<file path="src/rtl/a85_pkg.sv">
package a85_pkg;
   localparam logic [7:0] CH_SPACE = 8'h20;
   localparam logic [7:0] CH_NL    = 8'h0A;
   localparam logic [7:0] CH_ZERO  = 8'h7A;
   localparam logic [7:0] CH_LO    = 8'h21;
   localparam logic [7:0] CH_HI    = 8'h75;
   localparam int         RADIX    = 85;

   typedef enum logic [2:0] {
      CC_SPACE,
      CC_NL,
      CC_ZERO,
      CC_DIGIT,
      CC_BAD
   } char_class_t;
endpackage

</file>
<file path="src/rtl/a85_char_class.sv">
module a85_char_class
   import a85_pkg::*;
(
   input  logic [7:0]  ch,
   output char_class_t cls,
   output logic [7:0]  digit
);
   assign digit = ch - CH_LO;

   always_comb begin
      if (ch == CH_SPACE)
         cls = CC_SPACE;
      else if (ch == CH_NL)
         cls = CC_NL;
      else if (ch == CH_ZERO)
         cls = CC_ZERO;
      else if (ch >= CH_LO && ch <= CH_HI)
         cls = CC_DIGIT;
      else
         cls = CC_BAD;
   end
endmodule

</file>
<file path="src/rtl/a85_group_acc.sv">
module a85_group_acc
   import a85_pkg::*;
#(
   parameter int WORD_W        = 32,
   parameter int GROUP_LEN     = 5,
   parameter bit MUL_SHIFT_ADD = 1'b1,
   localparam int CNT_W        = $clog2(GROUP_LEN + 1)
)(
   input  logic              clk,
   input  logic              rst_n,
   input  logic              step,
   input  logic              restart,
   input  logic [7:0]        digit,
   output logic [WORD_W-1:0] acc,
   output logic [WORD_W-1:0] acc_next,
   output logic [CNT_W-1:0]  cnt,
   output logic              at_last
);
   logic [WORD_W-1:0] scaled;

   generate
      if (MUL_SHIFT_ADD) begin : g_shift_add
         assign scaled = (acc << 6) + (acc << 4) + (acc << 2) + acc;
      end else begin : g_multiply
         assign scaled = acc * WORD_W'(RADIX);
      end
   endgenerate

   assign acc_next = scaled + {{(WORD_W-8){1'b0}}, digit};
   assign at_last  = (cnt == CNT_W'(GROUP_LEN - 1));

   always_ff @(posedge clk) begin
      if (!rst_n || restart) begin
         acc <= '0;
         cnt <= '0;
      end else if (step) begin
         acc <= acc_next;
         cnt <= cnt + 1'b1;
      end
   end
endmodule

</file>
<file path="src/rtl/a85_line_decoder.sv">
module a85_line_decoder
   import a85_pkg::*;
#(
   parameter int WORD_W        = 32,
   parameter int GROUP_LEN     = 5,
   parameter bit MUL_SHIFT_ADD = 1'b1,
   localparam int CNT_W        = $clog2(GROUP_LEN + 1)
)(
   input  logic              clk,
   input  logic              rst_n,
   input  logic [7:0]        in_data,
   input  logic              in_valid,
   output logic              in_ready,
   output logic [WORD_W-1:0] out_word,
   output logic              out_valid,
   input  logic              out_ready,
   output logic              line_done,
   output logic              err
);
   generate
      if (WORD_W < 16 || GROUP_LEN < 1 || GROUP_LEN > 8) begin : g_bad_cfg
         $error("a85_line_decoder: WORD_W must be >= 16 and GROUP_LEN in 1..8");
      end
   endgenerate

   char_class_t       cls;
   logic [7:0]        digit;
   logic [WORD_W-1:0] grp_acc;
   logic [WORD_W-1:0] grp_next;
   logic [CNT_W-1:0]  grp_cnt;
   logic              grp_last;
   logic              fire;
   logic              line_start;
   logic              tail_done;
   logic              step;
   logic              restart;

   assign in_ready = !out_valid;
   assign fire     = in_valid && in_ready;
   assign step     = fire && (cls == CC_DIGIT);
   assign restart  = fire && ((cls == CC_NL) || ((cls == CC_DIGIT) && grp_last));

   a85_char_class u_class (
      .ch    (in_data),
      .cls   (cls),
      .digit (digit)
   );

   a85_group_acc #(
      .WORD_W        (WORD_W),
      .GROUP_LEN     (GROUP_LEN),
      .MUL_SHIFT_ADD (MUL_SHIFT_ADD)
   ) u_acc (
      .clk      (clk),
      .rst_n    (rst_n),
      .step     (step),
      .restart  (restart),
      .digit    (digit),
      .acc      (grp_acc),
      .acc_next (grp_next),
      .cnt      (grp_cnt),
      .at_last  (grp_last)
   );

   always_ff @(posedge clk) begin
      if (!rst_n) begin
         out_word   <= '0;
         out_valid  <= 1'b0;
         line_done  <= 1'b0;
         err        <= 1'b0;
         line_start <= 1'b1;
         tail_done  <= 1'b0;
      end else begin
         line_done <= 1'b0;
         if (out_valid && out_ready) begin
            out_valid <= 1'b0;
            if (tail_done) begin
               line_done <= 1'b1;
               tail_done <= 1'b0;
            end
         end
         if (fire) begin
            line_start <= 1'b0;
            if (line_start && cls != CC_SPACE)
               err <= 1'b1;
            case (cls)
               CC_NL: begin
                  line_start <= 1'b1;
                  if (grp_cnt != '0) begin
                     out_word  <= grp_acc;
                     out_valid <= 1'b1;
                     tail_done <= 1'b1;
                  end else begin
                     line_done <= 1'b1;
                  end
               end
               CC_ZERO: begin
                  if (grp_cnt == '0) begin
                     out_word  <= '0;
                     out_valid <= 1'b1;
                  end else begin
                     err <= 1'b1;
                  end
               end
               CC_DIGIT: begin
                  if (grp_last) begin
                     out_word  <= grp_next;
                     out_valid <= 1'b1;
                  end
               end
               CC_BAD:   err <= 1'b1;
               default:  ;
            endcase
         end
      end
   end
endmodule

</file>
<file path="config.mk">
export PLATFORM = sky130hd
export DESIGN_NAME = a85_line_decoder
export DESIGN_NICKNAME = d
export VERILOG_FILES = /design/src/rtl/a85_pkg.sv /design/src/rtl/a85_char_class.sv /design/src/rtl/a85_group_acc.sv /design/src/rtl/a85_line_decoder.sv
export SDC_FILE = /design/constraint.sdc
export NUM_CORES = 1
export LEC_CHECK = 0
export BUFFER_PORTS_ARGS = -buffer_cell sky130_fd_sc_hd__buf_2
export CAP_MARGIN = 15
export CELL_PAD_IN_SITES_DETAIL_PLACEMENT = 1
export CELL_PAD_IN_SITES_GLOBAL_PLACEMENT = 2
export CORE_ASPECT_RATIO = 1.4
export CORE_MARGIN = 2
export CORE_UTILIZATION = 41
export CTS_CLUSTER_SIZE = 28
export DETAILED_ROUTE_END_ITERATION = 8
export GPL_ROUTABILITY_DRIVEN = 0
export HOLD_SLACK_MARGIN = 0.1
export PLACE_DENSITY_LB_ADDON = 0.1
export SLEW_MARGIN = 20
export SYNTH_ARGS = -nofsm -noshare
export SYNTH_HDL_FRONTEND = slang
export SYNTH_SLANG_ARGS = --single-unit
</file>
<file path="constraint.sdc">
create_clock -name clk -period 7.95 [get_ports clk]
set_input_delay 0.795 -clock clk [delete_from_list [all_inputs] [get_ports clk]]
set_output_delay 0.795 -clock clk [all_outputs]
set_load 0.005 [all_outputs]
</file>
==> results of run 1 <==
-- state kept, by name, summed over array words and instances (netlist names) --
name,count
u_acc.acc,32
err,1
line_start,1
line_done,1
out_word,32
tail_done,1
out_valid,1
u_acc.cnt,3
-- metrics by stage --
step	instances	cell area, um^2	setup slack (ns)	util [%]	hold WS, ns
after floorplan	777	6610	3.42	-	0.417
final	999	7250	3.12	46.3	0.445
after detailed placement	984	6950	2.84	44.3	0.434
after global placement	984	6950	2.90	44.3	0.430
after global routing	999	7250	2.81	46.3	0.461
after CTS	999	7250	3.18	46.3	0.447
-- final cells by class --
type	count	share of cell area, %
clock buffer	11	3.48
clock inverter	4	0.742
inverter	60	3.10
multi-input combinational	602	65.5
sequential	72	19.9
tap	196	3.38
timing repair buffer	54	3.97
-- path summary, 6_finish.rpt --
kind	startpoint	slack [ns]	end	cells past startpoint
worst max-delay path	in_data[0]	3.12	out_word[28]$_SDFFE_PN0P_	17
worst min-delay path	line_start$_SDFFE_PN1P_	0.45	line_start$_SDFFE_PN1P_	1
worst max register to register	u_acc.acc[1]$_SDFFE_PP0P_	3.42	out_word[20]$_SDFFE_PN0P_	14
worst min register to register	line_start$_SDFFE_PN1P_	0.45	line_start$_SDFFE_PN1P_	1
-- per-layer routing --
layer,track usage [%],up-vias
met1,29.9,2945
met5,0,-
met2,47.7,91
met4,9.82,0
li1,-,2752
met3,3.29,43
-- power groups by stage --
stage               sequential [mW]  clock, mW  combinational, mW
floorplan                     0.410          0              0.352
global placement              0.417          0              0.473
detailed placement            0.418          0              0.486
CTS                           0.410      0.444              0.492
global route                  0.413      0.456              0.554
finish                        0.409      0.433              0.486
-- worst register-to-register path, cell delays in order (launching register included) --
cell,delay (ns)
dfxtp_1,0.37
inv_1,0.13
fa_1,0.61
inv_1,0.08
fa_1,0.44
fa_1,0.48
ha_1,0.37
o21ai_0,0.13
o21ai_0,0.38
a2111oi_2,0.18
o41ai_2,0.57
nand2_1,0.13
xnor2_1,0.20
a221oi_1,0.28
nor2_1,0.08
-- cells by family (layout without fill, tap and decap cells) --
logic type | after synthesis | count (layout) | share of synthesized area (%)
buffers and inverters | 103 | 129 | 6.42
XOR/XNOR | 38 | 38 | 5.04
AND/OR/NAND/NOR | 239 | 239 | 16.9
multiplexers | 3 | 3 | 0.454
flip-flops | 72 | 72 | 21.8
adder cells (fa/ha/maj) | 122 | 122 | 29.6
AO/OA/AOI/OAI | 200 | 200 | 19.8
-- layout by cell type, fill, tap and decap left out, types with 3 or more instances in the layout --
| cell | count |
|---|---|
| and2_1 | 4 |
| a221oi_1 | 18 |
| inv_1 | 59 |
| buf_4 | 7 |
| nor2_1 | 59 |
| a31oi_1 | 8 |
| o21ai_0 | 34 |
| or2_2 | 4 |
| a21o_1 | 14 |
| nor2b_1 | 5 |
| xnor2_1 | 25 |
| dfxtp_1 | 72 |
| and3_1 | 7 |
| buf_2 | 47 |
| clkbuf_16 | 9 |
| xor2_1 | 13 |
| nor3_1 | 23 |
| or3_1 | 4 |
| o21bai_1 | 8 |
| a211oi_1 | 8 |
| nand3_1 | 20 |
| ha_1 | 65 |
| fa_1 | 57 |
| nand4_1 | 12 |
| mux2i_1 | 3 |
| nand2_1 | 84 |
| o21a_1 | 3 |
| nand2b_1 | 7 |
| a21oi_1 | 71 |
| o211ai_1 | 7 |
==> summary.txt, run 1 <==
STA
  • Fin Clk Skew: 0.0112 ns
  • RSZ-0062 raised after global routing: false
  • Final Cycle Share: 60.8%
  • Worst-Margin Slew: 0.684 ns
  • Final setup vio count: 0
  • Max_slew headroom: 54.2%
  • Setup TNS Final: 0 ns
  • Max Slew Vio Count: 0
  • Fmax: 207 MHz
  • Final min period: 4.83 ns
  • Fin. Hold Viols: 0

Yosys
  • Number of synthesized flops with an enable pin: 0
  • Syn avg cell area: 8.51 um^2
  • FF+latch count, synth: 72
  • Post-Syn Instances: 777
  • Main flop type after synthesis: dfxtp_1
  • Top cell types by occurrence after synthesis: nand2_1, dfxtp_1, a21oi_1, ha_1
  • Post-synth cell types: 64
  • Cell taking the most area after synthesis: dfxtp_1
  • Syn_nets: 911
  • Register area share after synthesis: 21.8%
  • Area contributors post-synth: dfxtp_1, fa_1, ha_1
  • Synth warn: 0
  • Async set or reset register ratio after synthesis: 0%
  • Area share of the largest cell type after synthesis: 21.8%
  • Cell Area, Synth: 6610 um^2
  • Count leader, synth: nand2_1

Place
  • IO Port Bufs: 47
  • Post-DP HPWL: 16.1 mm

Worst setup path
  • CP bufs+invs: 3
  • Slowest CP cell: a2111oi_2
  • Crit path DAT: 5.10 ns
  • CP endpoint kind: flip-flop
  • Worst path cell trace: buf_2 -> inv_1 -> ha_1 -> or3b_4 -> xor2_1 -> fa_1 -> inv_1 -> ha_1 -> ha_1 -> a211oi_1 -> o21ai_0 -> a2111oi_2 -> o41ai_2 -> a31oi_1 -> xnor2_1 -> nand2_1 -> a31oi_1
  • Startpoint Class: input port
  • Worst-path maximum fanout: 5
  • Critical path class: input port to flip-flop
  • Cell mode on critical path: ha_1
  • Largest delay share family, worst path: compound AO/OA/AOI/OAI gates
  • Highest cell delay on the worst timing path: 0.58 ns
  • Req. time, crit path: 8.22 ns

Floorplan
  • Chip Height: 154 um
  • Area of the die: 17200 um^2
  • Initial Util: 42.2%
  • Die W: 111 um
  • I/O pins: 48
  • Std cell rows: 54
  • Core area: 15700 um^2

Min path
  • Min-Delay Path Class: flip-flop to flip-flop

GRT
  • Grt ovf: 0
  • Largest net degree at the start of global routing: 33
  • Gr usage total: 25.7%
  • Vias in the first global route: 6492
  • First-pass GRT wire length: 34.7 mm
  • Initial antenna violation count: 0

CTS
  • Worst-path clk slew: 0.06 ns
  • CTS Buf Count: 9
  • CTS Buffer Depth: 2
  • Clk_lat worst skew: 0.35 ns
  • Clk root buf: clkbuf_16
  • CTS resizes: 0
  • CTS Sinks: 72
  • CTS Hold Buffers Added: 0
  • Setup bufs post-CTS: 0
  • H-Tree Depth: 3
  • CTS tree: built

Power
  • Total power: 1.33 mW
  • Switching share of power: 38.3%
  • Combinational share of power: 36.6%
  • Pint: 0.820 mW
  • Power share of the clock group: 32.6%
  • Peak VDD IR: 0.0945 mV
  • Psw: 0.509 mW
  • Lkg Pwr: 3.45 nW
  • Pwr dens: 183 nW/um^2
  • Sequential power share: 30.8%

Detailed routing
  • Drt drc: 0
  • Iteration-0 DRC count of the detailed router: 274
  • Vias per cell: 5.84
  • First-pass detailed-route iteration total: 4
  • Met3 WL: 469 um
  • Total wire length: 20.9 mm
  • Highest routed metal layer: met4
  • Via count: 5831
  • Met1 WL: 8.79 mm
  • ANT nets after route: 0
  • Met2 WL: 11.0 mm
  • WL per Instance: 21.0 um

Job
  • Max_cap viols: 0

Finish
  • Final nets: 933
  • Layout filler cell count: 1910
  • Multi-input logic area: 4750 um^2
  • Layout area overhead: 9.77%
  • FF/Latch Area: 1440 um^2
  • Antenna Cells: 0
  • Layout cells sized above 1: 10.3%

Run status
  • Run status: completed
Note: power is estimated with default switching activity, not from simulation.
==> run 2, diff against run 1 <==
--- a/config.mk
+++ b/config.mk
@@ -11,7 +11,7 @@
 export CELL_PAD_IN_SITES_GLOBAL_PLACEMENT = 2
 export CORE_ASPECT_RATIO = 1.4
 export CORE_MARGIN = 2
-export CORE_UTILIZATION = 41
+export CORE_UTILIZATION = 38
 export CTS_CLUSTER_SIZE = 28
 export DETAILED_ROUTE_END_ITERATION = 8
 export GPL_ROUTABILITY_DRIVEN = 0
==> constraint.sdc (replaced) <==
create_clock -name clk -period 4.8 [get_ports clk]
set_input_delay 0.48 -clock clk [delete_from_list [all_inputs] [get_ports clk]]
set_output_delay 0.48 -clock clk [all_outputs]
set_load 0.005 [all_outputs]
==> run 2 against run 1 <==
Via count down 0.62%. Die area up 7.6%. Core utilization down 3.2 points. Setup slack worse by 2.8 ns. Wire length up 4.0%. Final cell count up 4.8%. Largest power group unchanged. Critical path depth down 3. Sequential power up 66%. Combinational power up 71%.
==> summary.txt, run 2 (synthesized netlist as in run 1, its figures left out) <==
Run status
  • Run status: completed

Detailed routing
  • Highest routed metal layer: met4
  • Met2 WL: 11.7 mm (+6.1%)
  • Met1 WL: 8.85 mm (+0.65%)
  • First-pass detailed-route iteration total: 4 (unchanged)
  • Iteration-0 DRC count of the detailed router: 311 (+14%)
  • WL per Instance: 20.8 um (-0.78%)
  • Total wire length: 21.8 mm (+4.0%)
  • ANT nets after route: 0 (unchanged)
  • Vias per cell: 5.53 (-5.2%)
  • Via count: 5795 (-0.62%)
  • Met3 WL: 654 um (+39%)
  • Drt drc: 0 (unchanged)

CTS
  • Clk_lat worst skew: 0.34 ns (about the same)
  • CTS tree: built
  • Clk root buf: clkbuf_16
  • CTS Buffer Depth: 2 (unchanged)
  • CTS Sinks: 72 (unchanged)
  • CTS Hold Buffers Added: 0 (unchanged)
  • Worst-path clk slew: 0.06 ns (about the same)
  • CTS Buf Count: 9 (unchanged)
  • H-Tree Depth: 3 (unchanged)

STA
  • Max Slew Vio Count: 0 (unchanged)
  • Fin Clk Skew: 0.0117 ns (+0.000581 ns)
  • Fmax: 223 MHz
  • Fin. Hold Viols: 0 (unchanged)
  • WHS: 0.433 ns (-0.0121 ns)
  • Setup TNS Final: 0 ns (unchanged)
  • Final setup vio count: 0 (unchanged)
  • Final setup margin: 0.308 ns (-2.81 ns)
  • Final min period: 4.49 ns
  • Final Cycle Share: 93.6%
  • Max_slew headroom: 40.5% (-14 points)
  • Worst-Margin Slew: 0.889 ns (+0.205 ns)

Power
  • Total power: 2.21 mW (+67%)
  • Lkg Pwr: 3.52 nW (+2.0%)
  • Peak VDD IR: 0.163 mV (+72%)
  • Pwr dens: 299 nW/um^2 (+63%)

GRT
  • Initial antenna violation count: 0 (unchanged)
  • Vias in the first global route: 6305 (-2.9%)
  • Grt ovf: 0 (unchanged)
  • First-pass GRT wire length: 35.1 mm (+1.3%)
  • Gr usage total: 24.8% (-0.88 points)
  • Largest net degree at the start of global routing: 32 (-3.0%)

Worst setup path
  • Req. time, crit path: 5.02 ns (-3.20 ns)
  • Worst-path maximum fanout: 5 (unchanged)
  • Reg2reg start: u_acc.acc[1]$_SDFFE_PP0P_
  • CP endpoint kind: flip-flop
  • Critical Path Start: u_acc.acc[1]$_SDFFE_PP0P_
  • Crit path DAT: 4.71 ns (-0.39 ns)
  • Startpoint Class: flip-flop
  • Critical path class: flip-flop to flip-flop

Min path
  • Min-Delay Startpoint: out_ready
  • Min-Delay Path Class: input port to flip-flop

Finish
  • Layout cells sized above 1: 11.5% (+1.1 points)
  • Final nets: 940 (+0.75%)
  • Antenna Cells: 0 (unchanged)
  • Layout filler cell count: 2057 (+7.7%)
  • Commonest non-fill, non-tap cell in the layout: nand2_1
  • Most frequent cells in the layout: nand2_1, dfxtp_1, a21oi_1, ha_1
  • Top Registers: out_word (32), u_acc.acc (32), u_acc.cnt (3)
  • Non-filler cells in the finished layout: 1047 (+4.8%)
  • Layout area overhead: 12.1%

Floorplan
  • Die W: 115 um (+3.7%)
  • Initial Util: 38.5% (-3.7 points)
  • Area of the die: 18500 um^2 (+7.6%)
  • Chip Height: 160 um (+3.8%)
  • Core area: 17200 um^2 (+9.7%)
  • Std cell rows: 57 (+5.6%)
  • I/O pins: 48 (unchanged)

Place
  • Placed insts: 1031 (+4.8%)
  • Dpl ws: 0.0122 ns (-2.82 ns)
  • Post-DP HPWL: 17.0 mm (+5.3%)
  • IO Port Bufs: 47 (unchanged)

Job
  • Max_cap viols: 0 (unchanged)
-- run 2: cell count changes in the layout (fill, tap and decap cells not counted), sizes merged --
cell / change
clkinv: +1
buf: +7
clkbuf: -1
inv: +1
-- run 2: critical path, cell delays in order (launching register included) --
cell       delay, ns
dfxtp_1         0.38
inv_1           0.13
fa_1            0.61
inv_1           0.08
fa_1            0.44
fa_1            0.47
ha_1            0.30
o21ai_0         0.10
o21ai_0         0.49
a2111oi_4       0.19
o41ai_4         0.46
nand2_1         0.13
xnor2_1         0.18
a221oi_1        0.32
nor2_1          0.09
-- run 2: area by class of cell --
class	instances	area, um^2	share of cell area [%]
inverter	60	225	3.04
clock inverter	6	67.6	0.912
multi-input combinational	602	4800	64.8
sequential	72	1440	19.5
timing repair buffer	61	340	4.60
clock buffer	10	239	3.23
tap	236	295	3.99
-- run 2: final timing paths --
kind | endpoint | slack (ns) | cells past startpoint
setup reg to reg | out_word[20]$_SDFFE_PN0P_ | 0.31 | 14
hold reg to reg | line_start$_SDFFE_PN1P_ | 0.45 | 1
setup / recovery | out_word[20]$_SDFFE_PN0P_ | 0.31 | 14
hold / removal | line_done$_SDFF_PN0_ | 0.43 | 3
-- run 2: per-stage QoR --
step / instance area [um^2] / utilization, %
floorplan: 6610 / -
global placement: 7050 / 41.0
detailed placement: 7050 / 41.0
CTS: 7360 / 42.8
global route: 7410 / 43.1
finish: 7410 / 43.1
-- run 2: routing by layer --
layer,global-route usage [%],vias to the layer above
li1,-,2769
met1,29.9,2879
met2,45.0,113
met3,2.66,34
met4,8.16,0
met5,0,-
-- run 2: timing repair --
action,4_1_cts,5_1_grt
buffers inserted,0,0
endpoints found under the setup margin,0,6
resized for setup,0,6
endpoints found under the hold margin,0,0
-- run 2: power breakdown --
part | leakage [nW] | internal, mW | switching [mW]
Sequential | 0.585 | 0.632 | 0.0447
Clock | 0.145 | 0.419 | 0.288
Combinational | 2.79 | 0.307 | 0.522
==> run 3, diff against run 2 <==
--- a/config.mk
+++ b/config.mk
@@ -5,13 +5,14 @@
 export SDC_FILE = /design/constraint.sdc
 export NUM_CORES = 1
 export LEC_CHECK = 0
+export ABC_AREA = 1
 export BUFFER_PORTS_ARGS = -buffer_cell sky130_fd_sc_hd__buf_2
 export CAP_MARGIN = 15
 export CELL_PAD_IN_SITES_DETAIL_PLACEMENT = 1
 export CELL_PAD_IN_SITES_GLOBAL_PLACEMENT = 2
 export CORE_ASPECT_RATIO = 1.4
 export CORE_MARGIN = 2
-export CORE_UTILIZATION = 38
+export CORE_UTILIZATION = 35
 export CTS_CLUSTER_SIZE = 28
 export DETAILED_ROUTE_END_ITERATION = 8
 export GPL_ROUTABILITY_DRIVEN = 0
==> run 3 against run 2 <==
Core utilization down 3.9 points. Sequential power up 5.9%. Die area up 23%. Synthesized cell count up 46%. Register-to-register slack better by 0.39 ns. Via count up 21%. Cell area up 12%. Non-clock buffer count down 1. Largest cell class unchanged. Highest routed layer unchanged.
==> summary.txt, run 3 <==
Run status
  • Run status: completed

CTS
  • Clk_lat worst skew: 0.34 ns (about the same)
  • H-Tree Depth: 3 (unchanged)
  • CTS Buf Count: 9 (unchanged)
  • CTS Sinks: 72 (unchanged)
  • CTS tree: built
  • Clk root buf: clkbuf_16
  • CTS Hold Buffers Added: 0 (unchanged)
  • Worst-path clk slew: 0.06 ns (about the same)
  • CTS resizes: 0 (unchanged)
  • Setup bufs post-CTS: 0 (unchanged)
  • CTS Buffer Depth: 2 (unchanged)

STA
  • Fin Clk Skew: 0.0104 ns (-0.00131 ns)
  • Fmax: 239 MHz (+7.4%)
  • RSZ-0062 raised after global routing: false
  • Worst-Margin Slew: 0.983 ns (+0.0932 ns)
  • Final setup vio count: 0 (unchanged)
  • Final setup margin: 0.619 ns (+0.311 ns)
  • Fin. Hold Viols: 0 (unchanged)
  • Max Slew Vio Count: 0 (unchanged)
  • Final Cycle Share: 87.1% (-6.5 points)
  • Final min period: 4.18 ns (-0.311 ns)
  • Setup TNS Final: 0 ns (unchanged)
  • Max_slew headroom: 34.1% (-6.4 points)

GRT
  • Initial antenna violation count: 0 (unchanged)
  • First-pass GRT wire length: 40.5 mm (+15%)
  • Largest net degree at the start of global routing: 35 (+9.4%)
  • Vias in the first global route: 7345 (+16%)
  • Grt ovf: 0 (unchanged)
  • Gr usage total: 23.6% (-1.2 points)

Yosys
  • Simple-Gate Fraction of Synth Area: 33.9% (+17 points)
  • Adder-cell share of the synthesized area: 25.8% (-3.7 points)
  • Main flop type after synthesis: dfxtp_1
  • Syn avg cell area: 6.65 um^2 (-22%)
  • Mux cell area share after synthesis: 0% (-0.45 points)
  • Area contributors post-synth: dfxtp_1, nand2_1, fa_1
  • Post-synth cell types: 33 (-48%)
  • Top cell types by occurrence after synthesis: nand2_1, inv_1, nor2_1, nand3_1, dfxtp_1
  • Synth warn: 0 (unchanged)
  • Cell Area, Synth: 7560 um^2 (+14%)
  • Main combinational cell family by area after synthesis: simple AND/OR/NAND/NOR gates
  • Async set or reset register ratio after synthesis: 0% (unchanged)
  • Register area share after synthesis: 19.1% (-2.7 points)
  • Syn_nets: 1271 (+40%)
  • FF+latch count, synth: 72 (unchanged)
  • XOR/XNOR Fraction of Synth Area: 1.74% (-3.3 points)
  • Count leader, synth: nand2_1
  • Post-Syn Instances: 1137 (+46%)
  • Area share of the largest cell type after synthesis: 19.1% (-2.7 points)
  • Synth Area in Compound Gates: 7.15% (-13 points)
  • Number of synthesized flops with an enable pin: 0 (unchanged)
  • Cell taking the most area after synthesis: dfxtp_1

Place
  • Post-DP HPWL: 21.5 mm (+26%)
  • IO Port Bufs: 47 (unchanged)
  • Dpl ws: 0.245 ns (+0.233 ns)

Worst setup path
  • Slowest CP cell: fa_1
  • Worst r2r path cells: 14 (unchanged)
  • Highest cell delay on the worst timing path: 0.52 ns (-0.09 ns)
  • Reg2reg start: u_acc.acc[0]$_SDFFE_PP0P_
  • Worst path cell trace: buf_2 -> inv_1 -> ha_1 -> inv_1 -> nor2_1 -> nor2_1 -> fa_1 -> inv_1 -> ha_1 -> ha_1 -> ha_1 -> fa_1 -> nand3_1 -> nand3_1 -> xnor2_1 -> nor2_1 -> a21oi_1 -> nand3_1 -> nand2_1 -> nor2_1
  • Crit path DAT: 4.41 ns (-0.30 ns)
  • R2R Path End: out_word[7]$_SDFFE_PN0P_
  • Worst-path maximum fanout: 5 (unchanged)
  • Critical path class: input port to flip-flop
  • Startpoint Class: input port
  • Req. time, crit path: 5.02 ns (about the same)
  • CP endpoint kind: flip-flop
  • Worst reg-to-reg setup slack: 0.70 ns (+0.39 ns)

Detailed routing
  • ANT nets after route: 0 (unchanged)
  • Drt drc: 0 (unchanged)
  • Iteration-0 DRC count of the detailed router: 295 (-5.1%)
  • Via count: 7021 (+21%)
  • Vias per cell: 4.87 (-12%)
  • First-pass detailed-route iteration total: 4 (unchanged)
  • WL per Instance: 17.5 um (-16%)
  • Total wire length: 25.2 mm (+16%)

Finish
  • Final nets: 1313 (+40%)
  • Layout area overhead: 9.91%
  • Utilization after layout: 39.2% (-3.9 points)
  • Top Registers: out_word (32), u_acc.acc (32), u_acc.cnt (3)
  • Most frequent cells in the layout: nand2_1, inv_1, nor2_1, nand3_1, dfxtp_1
  • Layout filler cell count: 2802 (+36%)
  • Layout cells sized above 1: 9.47% (-2.0 points)
  • Antenna Cells: 0 (unchanged)
  • Commonest non-fill, non-tap cell in the layout: nand2_1

Floorplan
  • Core area: 21200 um^2 (+23%)
  • Chip Height: 178 um (+11%)
  • Die W: 128 um (+11%)
  • Std cell rows: 63 (+11%)
  • Area of the die: 22800 um^2 (+23%)
  • I/O pins: 48 (unchanged)
  • Initial Util: 35.7% (-2.8 points)

Min path
  • Min-Delay Path Class: input port to flip-flop
  • Hold path cells: 4 (+1)
  • Hold endpoint: out_valid$_SDFF_PN0_
  • Min-Delay Startpoint: out_ready

Power
  • Pwr dens: 345 nW/um^2 (+15%)
  • Lkg Pwr: 4.63 nW (+32%)
  • Peak VDD IR: 0.156 mV (-4.0%)
  • Total power: 2.87 mW (+30%)

Job
  • Max_cap viols: 0 (unchanged)
run 3: cell types whose count changed after synthesis, moves of 19 or more:
cell     change
nor3_1      -20
o21ai_0     -29
nand3_1     +55
inv_1      +140
xnor2_1     -19
nor2_1      +82
nand2_1    +263
run 3: layout make-up:
class,instances,area [um^2],area share (%)
multi-input cells,833,5190,62.4
flip-flops and latches,72,1440,17.3
inverters,203,762,9.17
repair buffers,60,333,4.00
well taps,260,325,3.91
clock buffers,9,225,2.71
clock inverters,6,36.3,0.437
run 3: critical path, delay by kind of cell:
kind	cells	cell delay (ns)
compound gates	1	0.17
simple gates	8	0.99
buf+inv	4	0.32
fa+ha+maj	6	1.91
xor+xnor	1	0.52
run 3: logic make-up (layout without fill, tap and decap cells):
kind of cell	count (synthesis)	count (layout)
simple gates	614	614
buf+inv	232	278
fa+ha+maj	122	122
compound gates	82	82
flops	72	72
xor+xnor	15	15
run 3: worst max-delay path by stage:
| stage | from | endpoint | slack, ns | cells after the start |
|---|---|---|---|---|
| 6_report | in_data[0] | out_word[7]$_SDFFE_PN0P_ | 0.62 | 20 |
| 5_1_grt | in_data[0] | out_word[7]$_SDFFE_PN0P_ | 0.39 | 20 |
| 4_1_cts | in_data[0] | out_word[7]$_SDFFE_PN0P_ | 0.59 | 20 |
| 3_5_place_dp | in_data[0] | out_word[7]$_SDFFE_PN0P_ | 0.25 | 20 |
| 3_3_place_gp | in_data[0] | out_word[7]$_SDFFE_PN0P_ | 0.30 | 20 |
| 2_1_floorplan | in_data[0] | out_word[15]$_SDFFE_PN0P_ | 1.13 | 20 |
run 3: power by group:
part	internal (mW)	total (mW)	switching, mW
registers	0.646	0.717	0.0706
clock network	0.345	0.615	0.270
logic	0.518	1.53	1.02
total	1.51	2.87	1.36
run 3: metal layers:
layer  wire length [um]  GRT usage [%]  vias up
met5                  0              0        -
met4                890           8.70        0
met3                484           2.83       35
met2              13600           44.3       75
met1              10200           26.9     3341
li1                   -              -     3570
run 3: metrics by stage:
stage               instance area, um^2  instances  hold WS, ns
floorplan                          7560       1137        0.427
global placement                   8050       1428        0.456
detailed placement                 8050       1428        0.468
CTS                                8310       1443        0.412
global route                       8310       1443        0.446
finish                             8310       1443        0.418
